### src/rtl/sbx_pkg.sv
package sbx_pkg;
  localparam logic [15:0] CTL_DIR_IN = 16'h8000;
  localparam logic [15:0] CTL_CLK    = 16'h4000;
  localparam logic [15:0] CTL_PWR    = 16'h1000;
  localparam int          CLK_BIT    = 14;

  typedef enum logic [2:0] {
    T_IDLE, T_GRP, T_ISSUE, T_WAIT, T_DONE
  } top_st_e;

  typedef enum logic [2:0] {
    W_IDLE, W_CLK_HI, W_CLK_LO, W_SETTLE, W_STORE, W_LOAD, W_OUT_HI, W_OUT_LO
  } word_st_e;
endpackage

### src/rtl/sbx_group_ctl.sv
module sbx_group_ctl #(
  parameter int ADDR_W = 16,
  parameter int CNT_W  = 16,
  parameter int GROUP  = 16
) (
  input  logic              clk_i,
  input  logic              rst_ni,
  input  logic              load_i,
  input  logic [ADDR_W-1:0] base_i,
  input  logic [CNT_W-1:0]  count_i,
  input  logic              grp_load_i,
  input  logic              word_done_i,
  output logic [ADDR_W-1:0] ptr_o,
  output logic [CNT_W-1:0]  remain_o,
  output logic              rem_zero_o,
  output logic              grp_last_o,
  output logic              first_grp_o
);
  localparam int GRP_W = (GROUP > 1) ? $clog2(GROUP) : 1;
  localparam int GL_W  = GRP_W + 1;

  logic [ADDR_W-1:0] ptr_q;
  logic [CNT_W-1:0]  rem_q, rem_m1;
  logic [GL_W-1:0]   left_q, grp_size;
  logic              first_q;

  // first group takes the remainder so later groups are full
  assign rem_m1   = rem_q - 1'b1;
  assign grp_size = GL_W'(rem_m1 & CNT_W'(GROUP - 1)) + 1'b1;

  always_ff @(posedge clk_i or negedge rst_ni) begin
    if (!rst_ni) begin
      ptr_q   <= '0;
      rem_q   <= '0;
      left_q  <= '0;
      first_q <= 1'b0;
    end else if (load_i) begin
      ptr_q   <= base_i;
      rem_q   <= count_i;
      left_q  <= '0;
      first_q <= 1'b1;
    end else if (grp_load_i) begin
      left_q  <= grp_size;
      first_q <= 1'b0;
    end else if (word_done_i) begin
      ptr_q  <= ptr_q + 1'b1;
      rem_q  <= rem_m1;
      left_q <= left_q - 1'b1;
    end
  end

  assign ptr_o       = ptr_q;
  assign remain_o    = rem_q;
  assign rem_zero_o  = (rem_q == '0);
  assign grp_last_o  = (left_q == GL_W'(1));
  assign first_grp_o = first_q;

  p_grp_bound_r6: assert property (@(posedge clk_i) disable iff (!rst_ni)
    left_q <= GL_W'(GROUP));

  p_step_r11: assert property (@(posedge clk_i) disable iff (!rst_ni)
    (word_done_i && !load_i && !grp_load_i) |=>
      (remain_o == $past(remain_o) - 1'b1) && (ptr_o == $past(ptr_o) + 1'b1));
endmodule

### src/rtl/sbx_word_seq.sv
module sbx_word_seq
  import sbx_pkg::*;
#(
  parameter int ADDR_W = 16,
  parameter int SETTLE = 5
) (
  input  logic              clk_i,
  input  logic              rst_ni,
  input  logic              go_i,
  input  logic              dir_in_i,
  input  logic [ADDR_W-1:0] addr_i,
  input  logic [15:0]       gen_in_i,
  output logic [15:0]       gen_out_o,
  output logic              gen_out_we_o,
  output logic              mem_req_o,
  output logic              mem_we_o,
  output logic [ADDR_W-1:0] mem_addr_o,
  output logic [15:0]       mem_wdata_o,
  input  logic [15:0]       mem_rdata_i,
  input  logic              mem_ack_i,
  output logic              word_done_o
);
  localparam int SC_W = (SETTLE > 1) ? $clog2(SETTLE + 1) : 1;

  word_st_e        st_q, st_d;
  logic [SC_W-1:0] cnt_q;
  logic [15:0]     data_q;

  always_comb begin
    st_d = st_q;
    unique case (st_q)
      W_IDLE:   if (go_i) st_d = dir_in_i ? W_CLK_HI : W_LOAD;
      W_CLK_HI: st_d = W_CLK_LO;
      W_CLK_LO: st_d = W_SETTLE;
      W_SETTLE: if (cnt_q == SC_W'(SETTLE - 1)) st_d = W_STORE;
      W_STORE:  if (mem_ack_i) st_d = W_IDLE;
      W_LOAD:   if (mem_ack_i) st_d = W_OUT_HI;
      W_OUT_HI: st_d = W_OUT_LO;
      W_OUT_LO: st_d = W_IDLE;
      default:  st_d = W_IDLE;
    endcase
  end

  always_ff @(posedge clk_i or negedge rst_ni) begin
    if (!rst_ni) begin
      st_q   <= W_IDLE;
      cnt_q  <= '0;
      data_q <= '0;
    end else begin
      st_q <= st_d;
      if (st_q == W_CLK_LO) cnt_q <= '0;
      else if (st_q == W_SETTLE) cnt_q <= cnt_q + 1'b1;
      if (st_q == W_SETTLE && st_d == W_STORE) data_q <= gen_in_i;
      if (st_q == W_LOAD && mem_ack_i) data_q <= mem_rdata_i;
    end
  end

  always_comb begin
    gen_out_o    = '0;
    gen_out_we_o = 1'b0;
    mem_req_o    = 1'b0;
    mem_we_o     = 1'b0;
    word_done_o  = 1'b0;
    unique case (st_q)
      W_CLK_HI: begin gen_out_we_o = 1'b1; gen_out_o = CTL_DIR_IN | CTL_PWR | CTL_CLK; end
      W_CLK_LO: begin gen_out_we_o = 1'b1; gen_out_o = CTL_DIR_IN | CTL_PWR; end
      W_STORE:  begin mem_req_o = 1'b1; mem_we_o = 1'b1; word_done_o = mem_ack_i; end
      W_LOAD:   mem_req_o = 1'b1;
      W_OUT_HI: begin gen_out_we_o = 1'b1; gen_out_o = data_q | CTL_CLK; end
      W_OUT_LO: begin gen_out_we_o = 1'b1; gen_out_o = data_q & ~CTL_CLK; word_done_o = 1'b1; end
      default: ;
    endcase
  end

  assign mem_addr_o  = addr_i;
  assign mem_wdata_o = data_q;

  p_clk_pair_r3: assert property (@(posedge clk_i) disable iff (!rst_ni)
    (gen_out_we_o && gen_out_o[CLK_BIT]) |=> (gen_out_we_o && !gen_out_o[CLK_BIT]));

  p_req_hold_r5: assert property (@(posedge clk_i) disable iff (!rst_ni)
    (mem_req_o && !mem_ack_i) |=> (mem_req_o && $stable(mem_addr_o) && $stable(mem_we_o)));
endmodule

### src/rtl/sbx_top.sv
module sbx_top
  import sbx_pkg::*;
#(
  parameter int ADDR_W = 16,
  parameter int CNT_W  = 16,
  parameter int GROUP  = 16,
  parameter int SETTLE = 5
) (
  input  logic              clk_i,
  input  logic              rst_ni,
  input  logic              start_i,
  input  logic              dir_in_i,
  input  logic [ADDR_W-1:0] base_i,
  input  logic [CNT_W-1:0]  count_i,
  input  logic              irq_pending_i,
  output logic              busy_o,
  output logic              done_o,
  output logic              suspended_o,
  output logic [ADDR_W-1:0] ptr_o,
  output logic [CNT_W-1:0]  remain_o,
  output logic              mem_req_o,
  output logic              mem_we_o,
  output logic [ADDR_W-1:0] mem_addr_o,
  output logic [15:0]       mem_wdata_o,
  input  logic [15:0]       mem_rdata_i,
  input  logic              mem_ack_i,
  output logic [15:0]       gen_out_o,
  output logic              gen_out_we_o,
  input  logic [15:0]       gen_in_i
);
  localparam int SF_W = $clog2(SETTLE + 1) + 1;

  top_st_e st_q, st_d;
  logic    dir_q, susp_q, susp_set, susp_clr;
  logic    load, grp_load, go, word_done;
  logic    rem_zero, grp_last, first_grp;

  always_comb begin
    st_d     = st_q;
    load     = 1'b0;
    grp_load = 1'b0;
    go       = 1'b0;
    susp_set = 1'b0;
    susp_clr = 1'b0;
    unique case (st_q)
      T_IDLE: if (start_i) begin load = 1'b1; susp_clr = 1'b1; st_d = T_GRP; end
      T_GRP: begin
        if (rem_zero) st_d = T_DONE;
        else if (!first_grp && irq_pending_i) begin susp_set = 1'b1; st_d = T_DONE; end
        else begin grp_load = 1'b1; st_d = T_ISSUE; end
      end
      T_ISSUE: begin go = 1'b1; st_d = T_WAIT; end
      T_WAIT:  if (word_done) st_d = grp_last ? T_GRP : T_ISSUE;
      T_DONE:  st_d = T_IDLE;
      default: st_d = T_IDLE;
    endcase
  end

  always_ff @(posedge clk_i or negedge rst_ni) begin
    if (!rst_ni) begin
      st_q   <= T_IDLE;
      dir_q  <= 1'b0;
      susp_q <= 1'b0;
    end else begin
      st_q <= st_d;
      if (load) dir_q <= dir_in_i;
      if (susp_clr) susp_q <= 1'b0;
      else if (susp_set) susp_q <= 1'b1;
    end
  end

  assign busy_o      = (st_q != T_IDLE);
  assign done_o      = (st_q == T_DONE);
  assign suspended_o = susp_q;

  sbx_group_ctl #(.ADDR_W(ADDR_W), .CNT_W(CNT_W), .GROUP(GROUP)) u_grp (
    .clk_i(clk_i), .rst_ni(rst_ni), .load_i(load), .base_i(base_i), .count_i(count_i),
    .grp_load_i(grp_load), .word_done_i(word_done), .ptr_o(ptr_o), .remain_o(remain_o),
    .rem_zero_o(rem_zero), .grp_last_o(grp_last), .first_grp_o(first_grp)
  );

  sbx_word_seq #(.ADDR_W(ADDR_W), .SETTLE(SETTLE)) u_seq (
    .clk_i(clk_i), .rst_ni(rst_ni), .go_i(go), .dir_in_i(dir_q), .addr_i(ptr_o),
    .gen_in_i(gen_in_i), .gen_out_o(gen_out_o), .gen_out_we_o(gen_out_we_o),
    .mem_req_o(mem_req_o), .mem_we_o(mem_we_o), .mem_addr_o(mem_addr_o),
    .mem_wdata_o(mem_wdata_o), .mem_rdata_i(mem_rdata_i), .mem_ack_i(mem_ack_i),
    .word_done_o(word_done)
  );

  // cycles since the last clock-low write in read mode, saturating
  logic [SF_W-1:0] since_fall_q;
  always_ff @(posedge clk_i or negedge rst_ni) begin
    if (!rst_ni) since_fall_q <= '0;
    else if (gen_out_we_o && gen_out_o[15] && !gen_out_o[CLK_BIT]) since_fall_q <= '0;
    else if (since_fall_q < SF_W'(SETTLE)) since_fall_q <= since_fall_q + 1'b1;
  end

  p_settle_r4: assert property (@(posedge clk_i) disable iff (!rst_ni)
    (mem_req_o && mem_we_o) |-> (since_fall_q >= SF_W'(SETTLE)));

  p_idle_quiet_r1: assert property (@(posedge clk_i) disable iff (!rst_ni)
    !busy_o |-> (!gen_out_we_o && !mem_req_o && !done_o));

  p_done_pulse_r9: assert property (@(posedge clk_i) disable iff (!rst_ni)
    done_o |=> !done_o);

  p_zero_end_r2: assert property (@(posedge clk_i) disable iff (!rst_ni)
    (st_q == T_GRP && rem_zero) |=> (done_o && !suspended_o));
endmodule

### config.mk
export PLATFORM = sky130hd
export DESIGN_NAME = sbx_top
export DESIGN_NICKNAME = d
export VERILOG_FILES = /design/src/rtl/sbx_pkg.sv /design/src/rtl/sbx_group_ctl.sv /design/src/rtl/sbx_word_seq.sv /design/src/rtl/sbx_top.sv
export SDC_FILE = /design/constraint.sdc
export NUM_CORES = 1
export LEC_CHECK = 0
export BUFFER_PORTS_ARGS = -buffer_cell sky130_fd_sc_hd__buf_2
export CAP_MARGIN = 40
export CORE_AREA = 4 4 71 121
export CTS_BUF_LIST = sky130_fd_sc_hd__clkbuf_4
export DETAILED_ROUTE_END_ITERATION = 12
export DIE_AREA = 0 0 75 125
export PLACE_DENSITY = 0.86
export SLEW_MARGIN = 20
export SYNTH_ARGS = -nofsm -noshare
export SYNTH_HDL_FRONTEND = slang
export SYNTH_HIERARCHICAL = 1
export SYNTH_SLANG_ARGS = --single-unit
### constraint.sdc
create_clock -name clk_i -period 4.83 [get_ports clk_i]
set_clock_uncertainty 0.2 [all_clocks]
set_input_delay 0.483 -clock clk_i [delete_from_list [all_inputs] [get_ports clk_i]]
set_output_delay 0.483 -clock clk_i [all_outputs]
set_load 0.03 [all_outputs]
==> impl_metrics.json, run 1 <==
{
  "run_status": "complete, no violations",
  "cp.arrival_ns": 3.99,
  "port_buffers": 155,
  "cts.sinks": 65,
  "post-route-min-period_ns": 3.85,
  "totalWireLength_um": 10400,
  "insertion_delay_ns": 0.42,
  "cts_buffer_depth": 2,
  "slew_headroom_pct": 43.4,
  "synth.yosys.warnings": 6,
  "post-route-period-util_pct": 79.8,
  "first_pass_iters": 6,
  "clkSlewWorstSetupHoldPaths_ns": 0.10,
  "postRouteAntennaNets": 0,
  "grtUsageTotal_pct": 22.6,
  "ys_seq_area_share_pct": 39.9,
  "first_global_vias": 3548,
  "die_x_um": 75,
  "fin_nets": 627,
  "fillers": 605,
  "maxCapViolCount": 0,
  "drive_gt1_share_pct": 39.2,
  "synth.area.top_cells": "dfrtp_1 40%, mux2_4 7.4%, xor2_1 5.8%",
  "multi_input_comb_area_mm2": 0.00218,
  "antenna_found_initial": 0,
  "r2r_slack_ns": 0.98,
  "synth_top_cell_by_area": "dfrtp_1",
  "grt_pass1_wl_um": 16700,
  "start_kind": "register",
  "synth_flop_cell": "dfrtp_1",
  "fmax_mhz": 259,
  "synth_edf_count": 0,
  "critical_path_class": "register to register",
  "dp.cells": 622,
  "cts_root_buf": "clkbuf_4",
  "yosysMostFrequentCell": "dfrtp_1",
  "path_cells": "inv_1 -> ha_1 -> nor3b_1 -> nand2_1 -> nor4b_1 -> or4b_1 -> nor2_1 -> buf_4 -> nor4b_4 -> nand4_2 -> or4_1 -> a31oi_1",
  "coreArea_mm2": 0.00762,
  "wire_per_inst_um": 16.2,
  "finalNonFillerCells": 642,
  "postCtsSetupBuffers": 0,
  "worstPathMaxFanout": 9,
  "rows": 42,
  "synthesis.instances": 414,
  "ff_latch_area_mm2": 0.00163,
  "viasPerCell": 5.55,
  "cp.buffers_inverters": 2,
  "via_count": 3566,
  "slew_viol_final": 0,
  "start_util_pct": 53.5,
  "powerDensity_mw_per_mm2": 245,
  "holdCritPathClass": "input port to register",
  "crit_family": "simple AND/OR/NAND/NOR gates",
  "synth_seq_cells": 65,
  "dieHeight_um": 125,
  "grt_overflow_total": 0,
  "synth_cell_types": 58,
  "ir_drop_mv": 0.201,
  "cts_tree": "yes",
  "area_growth_pct": 21.1,
  "rsz0062_at_grt": "no",
  "crit_path_max_incr_delay_ns": 0.48,
  "diodes": 0,
  "fin_setup_tns_ns": 0,
  "timing.final.ws_setup_ns": 0.975,
  "preCtsSetupSlack_ns": 0.980,
  "worst_pin_slew_ns": 0.849,
  "synthTopCellsByCount": "65 x dfrtp_1, 47 x nand2_1, 40 x o21ai_0",
  "htree_levels": 3,
  "cp_slowest_cell": "dfrtp_1",
  "grt_max_degree": 65,
  "hold_violations": 0,
  "place.gp.congestion": 0.863,
  "leakage_nw": 2.43,
  "dp_hpwl_um": 7890,
  "ios": 156,
  "netlist_area_mm2": 0.00408,
  "drc": 0,
  "numCtsBuffers": 9,
  "synthArstFlopShare_pct": 100,
  "first_iter_violations": 254,
  "end_kind": "register",
  "syn_avg_cell_area_um2": 9.86,
  "finalSetupViolations": 0,
  "cp.required_ns": 4.97,
  "synth_nets": 491,
  "die_area_mm2": 0.00938,
  "yosysTopAreaCellShare_pct": 39.9
}
==> per-layer routing <==
layer	share of wire, %	wire length (um)	global-route usage [%]	up-vias
li1	-	-	-	1715
met1	37	3820	26.5	1697
met2	54	5640	39.0	130
met3	6.3	652	3.21	24
met4	3.0	312	10.9	0
met5	0	0	0	-
==> cells in the final DEF, fill, tap and decap left out, types with 2 or more instances in the layout <==
cell type,count
or3_1,4
o21ai_1,3
xnor2_1,7
a21oi_1,6
nand3_1,9
nand2b_1,6
mux2_2,13
nor4b_4,2
nor2b_1,6
dfrtp_1,65
and4_1,2
ha_1,7
xor2_1,27
a211oi_1,4
inv_1,14
nor3b_1,3
nor3_1,4
clkbuf_4,10
buf_2,155
mux2_4,20
a31oi_1,5
and4b_1,2
clkinv_1,5
buf_4,4
and3_1,15
nor2_1,18
nand2_1,47
nand4_1,9
nand3b_1,3
o21ai_0,40
o221ai_1,2
nor4b_1,4
and2_1,2
nand4b_1,3
==> power by group <==
part	switching [W]	internal, W	total [W]
registers	0.0000455	0.000575	0.000621
clock network	0.000189	0.000147	0.000336
logic	0.000154	0.000101	0.000255
==> final cells by class <==
cell class | instances | area share (%)
well taps | 88 | 2.23
inverters | 15 | 1.14
multi-input cells | 296 | 44.0
clock buffers | 9 | 1.37
clock inverters | 6 | 1.01
flip-flops and latches | 65 | 32.9
repair buffers | 163 | 17.3
==> per-stage QoR <==
step                total power [W]  instance area, um2  util [%]  hold slack, ns
finish                      0.00121                4940      64.9          0.0638
global route                0.00127                4940      64.9          0.0596
floorplan                  0.000792                4080         -         -0.0126
CTS                         0.00122                4910      64.5          0.0538
detailed placement         0.000885                4790      62.8           0.289
global placement           0.000876                4760      62.5           0.293
==> logic make-up after synthesis <==
group	Yosys count	share of synthesized area, %
multiplexers	34	11.2
AO/OA/AOI/OAI	72	10.8
adder cells (fa/ha/maj)	7	2.15
XOR/XNOR	34	7.30
buffers and inverters	53	7.02
AND/OR/NAND/NOR	149	21.7
flip-flops	65	39.9
==> worst min-delay path, stage by stage <==
cell and delay [ns]:
buf_2 0.07, nand2_1 0.04, o21ai_0 0.05
==> final timing paths <==
path	start	to	depth (start not counted)
min in group asynchronous	rst_ni	u_seq/mem_wdata_o[11]	2
worst min-delay path	count_i[4]	u_grp/remain_o[4]	3
worst max-delay path	u_grp/remain_o[0]	u_grp/remain_o[13]	12
worst min register to register	u_seq/mem_wdata_o[14]	u_seq/mem_wdata_o[14]	1
max in group asynchronous	rst_ni	u_grp/ptr_o[10]	3
worst max register to register	u_grp/remain_o[0]	u_grp/remain_o[13]	12
==> timing repair <==
item	4_1_cts	5_1_grt
endpoints found under the hold margin	21	0
resized for setup	0	0
hold buffers	1	0
endpoints found under the setup margin	0	0
==> flip-flops by register name (all words and copies together), names as in the netlist <==
register           flops
dir_q                  1
st_q                   3
suspended_o            1
u_grp/first_grp_o      1
u_grp/left_q           5
u_grp/ptr_o           16
u_grp/remain_o        16
u_seq/cnt_q            3
u_seq/mem_wdata_o     16
u_seq/st_q             3
Note: power is estimated with default switching activity, not from simulation.
==> inputs of run 2 (changes only) <==
Settings changed: CORE_AREA 4 4 71 121 to 4 4 77 132, DIE_AREA 0 0 75 125 to 0 0 81 136, PLACE_DENSITY 0.86 to 0.77.
Clock period 4.83 ns to 3.4 ns, I/O delays scaled along.
==> impl_metrics.json, run 2 (synthesized netlist as in run 1, its figures left out) <==
{
  "place.gp.congestion": 0.808,
  "numCtsBuffers": 9,
  "final_cell_mix": "155 x buf_2, 65 x dfrtp_1, 47 x nand2_1",
  "grtUsageTotal_pct": 20.3,
  "drc": 0,
  "rows": 46,
  "htree_levels": 3,
  "cp.arrival_ns": 3.25,
  "wl_met3_um": 792,
  "critical_path_class": "register to register",
  "top_layer_used": "met4",
  "cp_slowest_cell": "or4_1",
  "holdCritPathClass": "input port to register",
  "viasPerCell": 5.18,
  "via_count": 3709,
  "worst_pin_slew_ns": 0.784,
  "first_pass_iters": 4,
  "fin_util_pct": 59.5,
  "crit_family": "simple AND/OR/NAND/NOR gates",
  "final_common_cell": "buf_2",
  "finalSetupViolations": 0,
  "drive_gt1_share_pct": 38.4,
  "die_area_mm2": 0.0110,
  "post-route-period-util_pct": 91.4,
  "hold_violations": 0,
  "slew_viol_final": 0,
  "worstPathMaxFanout": 10,
  "leakage_nw": 2.62,
  "cts_root_buf": "clkbuf_4",
  "run_status": "complete, no violations",
  "cts_tree": "yes",
  "met1_length_um": 4120,
  "path_cells": "inv_1 -> ha_1 -> nor3b_2 -> nand2_1 -> nor4b_2 -> or4b_1 -> nor2_1 -> buf_4 -> nor4b_4 -> nand4_2 -> or4_1 -> a31oi_1",
  "first_global_vias": 3791,
  "clkSlewWorstSetupHoldPaths_ns": 0.11,
  "start_util_pct": 44.9,
  "end_kind": "register",
  "wire_per_inst_um": 15.4,
  "postRouteAntennaNets": 0,
  "ios": 156,
  "ir_drop_mv": 0.291,
  "grt_overflow_total": 0,
  "fmax_mhz": 322,
  "port_buffers": 155,
  "first_iter_violations": 110,
  "antenna_found_initial": 0,
  "cp.required_ns": 3.54,
  "cts_buffer_depth": 2,
  "slew_headroom_pct": 47.0,
  "maxCapViolCount": 0,
  "grt_pass1_wl_um": 17700,
  "dp_hpwl_um": 7780,
  "fin_nets": 668,
  "crit_path_max_incr_delay_ns": 0.45,
  "dieHeight_um": 136,
  "die_x_um": 81,
  "powerDensity_mw_per_mm2": 346,
  "wl_met2_um": 5860,
  "diodes": 0,
  "finalPower_w": 0.00187,
  "fin_setup_tns_ns": 0,
  "totalWireLength_um": 11000,
  "post-route-min-period_ns": 3.11,
  "cts.sinks": 65,
  "coreArea_mm2": 0.00909,
  "grt_max_degree": 46,
  "insertion_delay_ns": 0.41,
  "rsz0062_at_grt": "no",
  "area_growth_pct": 32.6,
  "start_kind": "register",
  "cp.buffers_inverters": 2
}
==> run 2: cell count changes in the layout (fill, tap and decap cells not counted), sizes merged <==
cell / previous run / this run
buf: 160 / 169
bufinv: 1 / 2
clkbuf: 11 / 12
clkinv: 6 / 3
dlygate4sd3: 1 / 35
==> run 2: cell type report <==
| type | instances | area [um2] |
|---|---|---|
| clock buffer | 12 | 90.1 |
| clock inverter | 4 | 67.6 |
| fill | 793 | 3680 |
| inverter | 15 | 56.3 |
| multi-input combinational | 296 | 2190 |
| sequential | 65 | 1630 |
| tap | 120 | 150 |
| timing repair buffer | 204 | 1230 |
==> run 2: per-stage QoR <==
stage	std cells	setup WS [ns]	hold slack, ns	area (um2)
2_1_floorplan	414	0.0784	-0.156	4080
3_3_place_gp	664	0.197	0.116	4880
3_5_place_dp	664	0.0450	0.120	4880
4_1_cts	715	0.0116	0.0281	5390
5_1_grt	716	0.0441	0.0267	5410
6_report	716	0.292	0.0641	5410
==> run 2: worst paths after layout <==
kind,from,endpoint,slack [ns],cells after the start
max in group asynchronous,rst_ni,u_grp/ptr_o[7],1.83,3
setup / recovery,u_grp/remain_o[0],u_grp/remain_o[13],0.29,12
hold / removal,mem_ack_i,u_seq/st_q[0],0.06,2
min in group asynchronous,rst_ni,u_seq/mem_wdata_o[2],0.22,2
setup reg to reg,u_grp/remain_o[0],u_grp/remain_o[13],0.29,12
hold reg to reg,u_grp/first_grp_o,suspended_o,0.32,1
==> run 2: routing by layer <==
layer  track usage, %  vias up
met5                0        -
met1             22.0     1745
met2             37.0      142
met3             4.84       23
met4             8.27        0
li1                 -     1799
==> run 2: repair_timing <==
item | 4_1_cts | 5_1_grt
buffers inserted | 0 | 0
hold buffers | 35 | 0
hold endpoints to repair | 54 | 0
setup endpoints to repair | 0 | 7
resized for setup | 0 | 2
==> run 2: report_power, final <==
| group | leakage, nW | internal (W) | switching [W] |
|---|---|---|---|
| registers | 0.799 | 0.000817 | 0.0000522 |
| logic | 1.73 | 0.000175 | 0.000241 |
| clock network | 0.0866 | 0.000319 | 0.000267 |
| total | 2.62 | 0.00131 | 0.000560 |
